`src/rtl/ppm_pkg.sv`:
```
// Package: shared register selects, fixed pin positions and the per-pin
// override record used by the port pin multiplexer.
package ppm_pkg;

    // Register select codes on the register bus.
    typedef enum logic [1:0] {
        SEL_DATA = 2'd0,
        SEL_IN   = 2'd1,
        SEL_DIR  = 2'd2,
        SEL_NONE = 2'd3
    } reg_sel_e;

    // Fixed pin ownership of each peripheral function.
    localparam int PIN_SCL = 7;
    localparam int PIN_SDA = 6;
    localparam int PIN_RXD = 5;
    localparam int PIN_TXD = 4;
    localparam int PIN_CV1 = 1;
    localparam int PIN_CV0 = 0;

    // Per-pin peripheral request: claim flag, drive value, output enable.
    typedef struct packed {
        logic own;
        logic out;
        logic oe;
    } pin_ctl_t;

endpackage

```
`src/rtl/ppm_sync.sv`:
```
// Module: ppm_sync
// Two-flop synchronizer, one pair of flops per pin.
// Assumes: the flops carry no reset, so pin readings are not disturbed by
// reset. Their output is only meaningful two edges after the clock starts.
module ppm_sync #(
    parameter int WIDTH = 8
) (
    input  logic             clk,
    input  logic [WIDTH-1:0] async_in,
    output logic [WIDTH-1:0] sync_out
);

    logic [WIDTH-1:0] stage1_q;
    logic [WIDTH-1:0] stage2_q;

    for (genvar g = 0; g < WIDTH; g++) begin : g_bit
        // Capture the raw level, then re-time it once more.
        always_ff @(posedge clk) begin
            stage1_q[g] <= async_in[g];
            stage2_q[g] <= stage1_q[g];
        end
    end

    assign sync_out = stage2_q;

endmodule

```
`src/rtl/ppm_regs.sv`:
```
// Module: ppm_regs
// Data and direction registers plus the combinational read multiplexer.
// Assumes: bus_wr is a one-cycle strobe. Bits cleared in IMPL_MASK do not
// exist: they are never stored and they read as 0.
module ppm_regs
    import ppm_pkg::*;
#(
    parameter int               WIDTH     = 8,
    parameter logic [WIDTH-1:0] IMPL_MASK = 8'hFB
) (
    input  logic             clk,
    input  logic             rst_n,
    input  logic [1:0]       bus_addr,
    input  logic             bus_wr,
    input  logic [WIDTH-1:0] bus_wdata,
    input  logic [WIDTH-1:0] pin_sync,
    output logic [WIDTH-1:0] bus_rdata,
    output logic [WIDTH-1:0] data_q,
    output logic [WIDTH-1:0] dir_q
);

    reg_sel_e sel;
    assign sel = reg_sel_e'(bus_addr);

    // Data register: cleared by reset, loaded on a write to its select.
    always_ff @(posedge clk) begin
        if (!rst_n) begin
            data_q <= '0;
        end else if (bus_wr && sel == SEL_DATA) begin
            data_q <= bus_wdata & IMPL_MASK;
        end
    end

    // Direction register: cleared by reset (all inputs), loaded on its select.
    always_ff @(posedge clk) begin
        if (!rst_n) begin
            dir_q <= '0;
        end else if (bus_wr && sel == SEL_DIR) begin
            dir_q <= bus_wdata & IMPL_MASK;
        end
    end

    // Read multiplexer: the data read depends on each bit's direction.
    always_comb begin
        unique case (sel)
            SEL_DATA: bus_rdata = ((dir_q & data_q) | (~dir_q & pin_sync)) & IMPL_MASK;
            SEL_IN:   bus_rdata = pin_sync & IMPL_MASK;
            SEL_DIR:  bus_rdata = dir_q & IMPL_MASK;
            default:  bus_rdata = '0;
        endcase
    end

    AST_RESET_CLEARS: assert property (@(posedge clk) disable iff (!rst_n)
        !$past(rst_n) |-> (data_q == '0 && dir_q == '0));
    AST_RO_WRITE_IGNORED: assert property (@(posedge clk) disable iff (!rst_n)
        ($past(rst_n) && $past(bus_wr) && $past(bus_addr) == 2'd1)
            |-> ($stable(data_q) && $stable(dir_q)));
    AST_UNIMPL_READ_ZERO: assert property (@(posedge clk) disable iff (!rst_n)
        (bus_rdata & ~IMPL_MASK) == '0);

endmodule

```
`src/rtl/ppm_route.sv`:
```
// Module: ppm_route
// Per-pin selection between the peripheral request and the GPIO registers,
// and the pull-up control for each pad.
// Assumes: at most one peripheral requests each pin. The top fixes the
// ownership, so no arbitration happens here.
module ppm_route
    import ppm_pkg::*;
#(
    parameter int               WIDTH     = 8,
    parameter logic [WIDTH-1:0] IMPL_MASK = 8'hFB,
    parameter logic [WIDTH-1:0] PULL_MASK = 8'hF0
) (
    input  logic                 clk,
    input  logic                 rst_n,
    input  logic [WIDTH-1:0]     data_q,
    input  logic [WIDTH-1:0]     dir_q,
    input  pin_ctl_t [WIDTH-1:0] req,
    output logic [WIDTH-1:0]     pad_out,
    output logic [WIDTH-1:0]     pad_oe,
    output logic [WIDTH-1:0]     pad_pu
);

    for (genvar g = 0; g < WIDTH; g++) begin : g_pin
        if (IMPL_MASK[g]) begin : g_live
            // A claiming peripheral wins over the GPIO registers.
            always_comb begin
                if (req[g].own) begin
                    pad_out[g] = req[g].out;
                    pad_oe[g]  = req[g].oe;
                end else begin
                    pad_out[g] = data_q[g];
                    pad_oe[g]  = dir_q[g];
                end
            end
            // Pull-up applies only on pull-capable pins that are not driven.
            assign pad_pu[g] = PULL_MASK[g] & ~pad_oe[g];
        end else begin : g_absent
            assign pad_out[g] = 1'b0;
            assign pad_oe[g]  = 1'b0;
            assign pad_pu[g]  = 1'b0;
        end
    end

    AST_PULL_ONLY_UNDRIVEN: assert property (@(posedge clk) disable iff (!rst_n)
        (pad_pu & pad_oe) == '0);
    AST_PULL_PINS_ONLY: assert property (@(posedge clk) disable iff (!rst_n)
        (pad_pu & ~PULL_MASK) == '0);

endmodule

```
`src/rtl/port_pin_mux.sv`:
```
// Module: port_pin_mux (top)
// Eight-pin port controller. Fixed peripheral functions override GPIO on
// the pins they own. The I2C pins run open-drain.
// Assumes: the default parameters describe the eight-pin port. The
// peripheral pin positions come from ppm_pkg.
module port_pin_mux
    import ppm_pkg::*;
#(
    parameter int                   NUM_PINS  = 8,
    parameter logic [NUM_PINS-1:0]  IMPL_MASK = 8'hFB,
    parameter logic [NUM_PINS-1:0]  PULL_MASK = 8'hF0
) (
    input  logic                clk,
    input  logic                rst_n,
    input  logic [1:0]          bus_addr,
    input  logic                bus_wr,
    input  logic [NUM_PINS-1:0] bus_wdata,
    output logic [NUM_PINS-1:0] bus_rdata,
    input  logic                i2c_en,
    input  logic                i2c_scl_drive_low,
    input  logic                i2c_sda_drive_low,
    output logic                i2c_scl_in,
    output logic                i2c_sda_in,
    input  logic                uart_rx_en,
    input  logic                uart_tx_en,
    input  logic                uart_txd,
    output logic                uart_rxd,
    input  logic                dac0_en,
    input  logic                dac0_out,
    input  logic                dac1_en,
    input  logic                dac1_out,
    input  logic [NUM_PINS-1:0] pad_in,
    output logic [NUM_PINS-1:0] pad_out,
    output logic [NUM_PINS-1:0] pad_oe,
    output logic [NUM_PINS-1:0] pad_pu
);

    logic [NUM_PINS-1:0] pin_sync;
    logic [NUM_PINS-1:0] data_q;
    logic [NUM_PINS-1:0] dir_q;
    pin_ctl_t [NUM_PINS-1:0] req;

    ppm_sync #(.WIDTH(NUM_PINS)) i_sync (
        .clk      (clk),
        .async_in (pad_in),
        .sync_out (pin_sync)
    );

    ppm_regs #(.WIDTH(NUM_PINS), .IMPL_MASK(IMPL_MASK)) i_regs (
        .clk       (clk),
        .rst_n     (rst_n),
        .bus_addr  (bus_addr),
        .bus_wr    (bus_wr),
        .bus_wdata (bus_wdata),
        .pin_sync  (pin_sync),
        .bus_rdata (bus_rdata),
        .data_q    (data_q),
        .dir_q     (dir_q)
    );

    // Build the per-pin peripheral requests from the fixed pin assignment.
    always_comb begin
        req = '0;
        req[PIN_SCL] = '{own: i2c_en,     out: 1'b0,     oe: i2c_scl_drive_low};
        req[PIN_SDA] = '{own: i2c_en,     out: 1'b0,     oe: i2c_sda_drive_low};
        req[PIN_RXD] = '{own: uart_rx_en, out: 1'b0,     oe: 1'b0};
        req[PIN_TXD] = '{own: uart_tx_en, out: uart_txd, oe: 1'b1};
        req[PIN_CV1] = '{own: dac1_en,    out: dac1_out, oe: 1'b1};
        req[PIN_CV0] = '{own: dac0_en,    out: dac0_out, oe: 1'b1};
    end

    ppm_route #(.WIDTH(NUM_PINS), .IMPL_MASK(IMPL_MASK), .PULL_MASK(PULL_MASK)) i_route (
        .clk     (clk),
        .rst_n   (rst_n),
        .data_q  (data_q),
        .dir_q   (dir_q),
        .req     (req),
        .pad_out (pad_out),
        .pad_oe  (pad_oe),
        .pad_pu  (pad_pu)
    );

    // Return synchronized line levels to the peripherals, idle-high when off.
    assign i2c_scl_in = i2c_en     ? pin_sync[PIN_SCL] : 1'b1;
    assign i2c_sda_in = i2c_en     ? pin_sync[PIN_SDA] : 1'b1;
    assign uart_rxd   = uart_rx_en ? pin_sync[PIN_RXD] : 1'b1;

    AST_I2C_OPEN_DRAIN: assert property (@(posedge clk) disable iff (!rst_n)
        i2c_en |-> (pad_out[PIN_SCL] == 1'b0 && pad_out[PIN_SDA] == 1'b0
                    && pad_oe[PIN_SCL] == i2c_scl_drive_low
                    && pad_oe[PIN_SDA] == i2c_sda_drive_low));
    AST_RX_UNDRIVEN: assert property (@(posedge clk) disable iff (!rst_n)
        uart_rx_en |-> !pad_oe[PIN_RXD]);
    AST_TX_DRIVES: assert property (@(posedge clk) disable iff (!rst_n)
        uart_tx_en |-> (pad_oe[PIN_TXD] && pad_out[PIN_TXD] == uart_txd));
    AST_CONV_DRIVES: assert property (@(posedge clk) disable iff (!rst_n)
        (dac0_en |-> (pad_oe[PIN_CV0] && pad_out[PIN_CV0] == dac0_out))
        and (dac1_en |-> (pad_oe[PIN_CV1] && pad_out[PIN_CV1] == dac1_out)));
    AST_PIN2_IDLE: assert property (@(posedge clk) disable iff (!rst_n)
        (pad_oe[2] == 1'b0 && pad_out[2] == 1'b0 && pad_pu[2] == 1'b0));
    AST_GPIO_PIN3: assert property (@(posedge clk) disable iff (!rst_n)
        (pad_oe[3] == dir_q[3] && pad_out[3] == data_q[3]));

endmodule

```
`config.mk`:
```
export PLATFORM = sky130hd
export DESIGN_NAME = port_pin_mux
export DESIGN_NICKNAME = d
export VERILOG_FILES = /design/src/rtl/ppm_pkg.sv /design/src/rtl/ppm_sync.sv /design/src/rtl/ppm_regs.sv /design/src/rtl/ppm_route.sv /design/src/rtl/port_pin_mux.sv
export SDC_FILE = /design/constraint.sdc
export NUM_CORES = 1
export LEC_CHECK = 0
export ABC_AREA = 0
export BUFFER_PORTS_ARGS = -buffer_cell sky130_fd_sc_hd__buf_2
export CELL_PAD_IN_SITES_DETAIL_PLACEMENT = 0
export CELL_PAD_IN_SITES_GLOBAL_PLACEMENT = 2
export CORE_AREA = 10 10 82 84
export CTS_CLUSTER_SIZE = 25
export DETAILED_ROUTE_END_ITERATION = 8
export DIE_AREA = 0 0 92 94
export GPL_TIMING_DRIVEN = 0
export PLACE_DENSITY_LB_ADDON = 0.1
export RECOVER_POWER = 25
export SLEW_MARGIN = 20
export SYNTH_ARGS = -nofsm -noshare
export SYNTH_HDL_FRONTEND = slang
export SYNTH_HIERARCHICAL = 1
export SYNTH_SLANG_ARGS = --single-unit
```
`constraint.sdc`:
```
create_clock -name clk -period 1.95 [get_ports clk]
set_input_delay 0.195 -clock clk [delete_from_list [all_inputs] [get_ports clk]]
set_output_delay 0.195 -clock clk [all_outputs]
set_load 0.02 [all_outputs]
```
; After elaboration in Yosys (flattened, before gate mapping)
; Index checks and enable logic that the tools add are counted.
[totals]
input_bits = 31
reg_bits = 30
word_cells = 47
out_inout_bits = 35
[op_classes]
n_reduce_logical = 3
n_eq_ne = 2
muxes = 16
n_bitwise = 8
[op_table]
columns = operator, n
row1 = $pmux 8 s3, 1
row2 = $and 8x8->8, 2
row3 = $mux 1, 15
row4 = $not 8->8, 1
row5 = $or 8x8->8, 1
row6 = $not 1->1, 4
row7 = $eq 2x1->1 const B, 1
row8 = $eq 2x2->1 const B, 1
row9 = $logic_and 1x1->1, 2
row10 = $logic_not 2->1, 1

; Logic depth before layout (Yosys ltp)
[depth]
ltp_word = 4
depth_mapped = 3
depth_no_buf = 2

; By module
; The synthesis kept the hierarchy.
[by_module_without_submodules]
columns = module, instances, area_each_um2, seq_area_each_um2, cells_each
row1 = ppm_regs, 1, 760.7, 280.3, 88
row2 = ppm_sync, 1, 320.3, 320.3, 16
row3 = ppm_route, 1, 269.0, 0.0, 25
row4 = port_pin_mux, 1, 26.3, 0.0, 5

; Least setup slack after synthesis
; Ideal clock, no wire load.
[synth_path]
path_kind = reg-to-output
from = register i_regs.dir_q[5]
to = output bus_rdata[5]
arrival_time_ps = 890
path_buffers = 0
t_required_ps = 1755
setup_slack_ps = 865
stages_incl_launch_ff = 3
cell_sequence = dfxtp_1 > and2b_1 > mux2i_1
[synth_via]
elab_chain_cells = 4
elab_cells_between_ends = 5
classes_between = mux (1) / bitwise (4)
[synth_lines]
columns = element, line_no
row1 = "start, declared", ppm_regs.sv:19  ; output logic [WIDTH-1:0] dir_q
row2 = "start signal, assigned", ppm_regs.sv:39  ; dir_q <= bus_wdata & IMPL_MASK;
row3 = $not 8->8, ppm_regs.sv:46  ; SEL_DATA: bus_rdata = ((dir_q & data_q) | (~dir_q & pin_sync)) & IMPL_MASK;
row4 = $and 8x8->8, ppm_regs.sv:46
row5 = $or 8x8->8, ppm_regs.sv:46
row6 = $pmux 8 s3 (*), ppm_regs.sv:45  ; unique case (sel)
row7 = "end, declared", port_pin_mux.sv:18  ; output logic [NUM_PINS-1:0] bus_rdata,
; Every way passes the cells marked *; elsewhere a longest branch is shown, timed or not.

; Worst setup path in the final report
[layout_path]
from = input bus_addr[1]
to = output bus_rdata[6]
[layout_via]
elab_chain_cells = 2
elab_cells_between_ends = 4
classes_between = eq/ne (2) / mux (1) / reduce/logical (1)
[layout_lines]
columns = element, line_no
row1 = "start, declared", port_pin_mux.sv:15  ; input logic [1:0] bus_addr,
row2 = "$eq 2x2->1, or another cell as far along", ppm_regs.sv:45
row3 = $pmux 8 s3 (*), ppm_regs.sv:45
; Marks and branches as above.

==> run summary <==
VDD IR max = 467 uV
Num CTS Buffers = 3
Clock buffer depth = 2
GRT overflow = 0
Final setup viols = 0
Hold Path Class = in -> reg
Number of global-route vias before repair = 1149
Crit path time final = 1.43 ns
CTS sink cnt = 28
Wirelength per Cell = 13.1 um
Setup_tns = 0 ns
Row Count = 26
Vias/cell = 3.92
Maxcap violations = 0
Setup ws final = 0.518 ns
GRT Total Usage = 0.0852
Post-Synthesis Cells = 130
Ratio of cells with drive above 1 in the final layout = 0.380
Critical-path maximum fanout = 10
Data arrival, critical path = 1.24 ns
DRT antenna net count = 0
Avg Inst Size Synth = 10.2 um2
Largest net degree at the start of global routing = 17
Leak = 0.000980 uW
DR pass1 iterations = 3
Worst Hold Depth = 3
DP Worst Slack = 0.464 ns
Post-CTS resize count = 0
Switching power = 341 uW
Post-Route WL = 3700 um
CTS tree = built
Final Cell Area = 1890 um2
Nets = 245
Die Wd = 92 um
Final hold vios = 0
Slew Limit Fails = 0
CP startpoint kind = input port
Internal power = 990 uW
IO buf count = 56
Clock skew = 0.00227 ns
Gate power share = 0.194
Normalized max-slew margin = 0.621
Core area = 5070 um2
Drt drc = 0
Post-Place Cell Area = 1750 um2
Initial Util = 0.260
Setup CP Type = in -> out
Unrepaired setup endpoints after global routing = false
Area grow syn2layout = 43.1%
Sequential Power Share = 0.458
Reg2Reg Depth = 2
Top-level I/O count = 66
H-tree Lvls = 1
Fmax = 699 MHz
Detailed-route via count = 1110
Clock transition at the registers of the reported paths = 0.10 ns
Chip height = 94 um
Synthesized area = 1320 um2
CTS root buffer = clkbuf_8
PD cells = 704 nW/um2
Die area = 8650 um2
Worst Path Required = 1.75 ns
Final period utilization = 0.734
Status = completed
Worst Max-Slew Pin Slew = 0.568 ns
N_diodes = 0
Latest clock arrival within the worst-skew pair = 0.27 ns
Reg-to-reg slack, setup = 1.30 ns
Switching power share of the total = 0.256
Final Util = 0.373
Routability cong. = 0.673
First-pass GRT wire length = 5820 um
Clk pwr share = 0.348
Initial antenna violation count = 0
Iter 0 DRT Violations = 21
Worst setup EP type = primary output
Hpwl dp = 2910 um
Synth Warn # = 6
-- metal layers --
metal  track usage  wire length (um)  vias to the layer above
li1              -                 -                      564
met1        0.0922              1570                      512
met2         0.153              1890                       32
met3        0.0360               226                        2
met4        0.0154                17                        0
met5             0                 0                        -
-- layout make-up --
class	count	area, um2
sequential	28	561
fill	546	3180
timing repair buffer	63	350
clock inverter	1	30.0
buffer	12	80.1
clock buffer	3	41.3
tap	70	87.6
multi-input combinational	106	741
-- state kept, by name (all words and copies together) (netlist names) --
signal           cells
i_regs/data_q        7
i_regs/dir_q         7
i_sync/stage1_q      7
i_sync/sync_out      7
-- cells in the final DEF (no fill, tap or decap), types with 7 or more instances in the layout --
cell type	instances
buf_2	57
buf_4	7
conb_1	20
dfxtp_1	28
dlygate4sd3_1	7
mux2i_1	25
nand2_1	21
nand2b_1	12
nor2_1	7
-- metrics by stage --
stage	std cells	total power, uW	hold WS, ns
detailed placement	272	874	0.299
finish	283	1330	0.183
CTS	281	1350	0.0122
floorplan	146	779	0.223
global route	283	1410	0.161
global placement	272	869	0.298
-- critical path, stage by stage --
cell      delay, ns
buf_2          0.15
clkbuf_1       0.47
nor2_1         0.08
mux2i_1        0.16
buf_2          0.19
-- repair_timing --
| action | in CTS | in global routing |
|---|---|---|
| buffers inserted | 0 | 0 |
| hold buffers | 5 | 2 |
| hold endpoints to repair | 5 | 2 |
-- final timing paths --
| kind | from | to |
|---|---|---|
| worst max-delay path | bus_addr[1] | bus_rdata[6] |
| worst min-delay path | bus_wdata[3] | i_regs/data_q[3] |
| worst max register to register | i_regs/dir_q[4] | i_regs/dir_q[4] |
| worst min register to register | i_sync/stage1_q[7] | i_sync/sync_out[7] |
-- power groups by stage --
| stage | clock network [uW] | logic [uW] | registers (uW) |
|---|---|---|---|
| after global placement | 0 | 247 | 622 |
| after floorplan | 0 | 161 | 619 |
| after detailed placement | 0 | 251 | 623 |
| after global routing | 513 | 282 | 613 |
| final | 463 | 259 | 609 |
| after CTS | 485 | 259 | 610 |
Note: power is estimated with default switching activity, not from simulation.
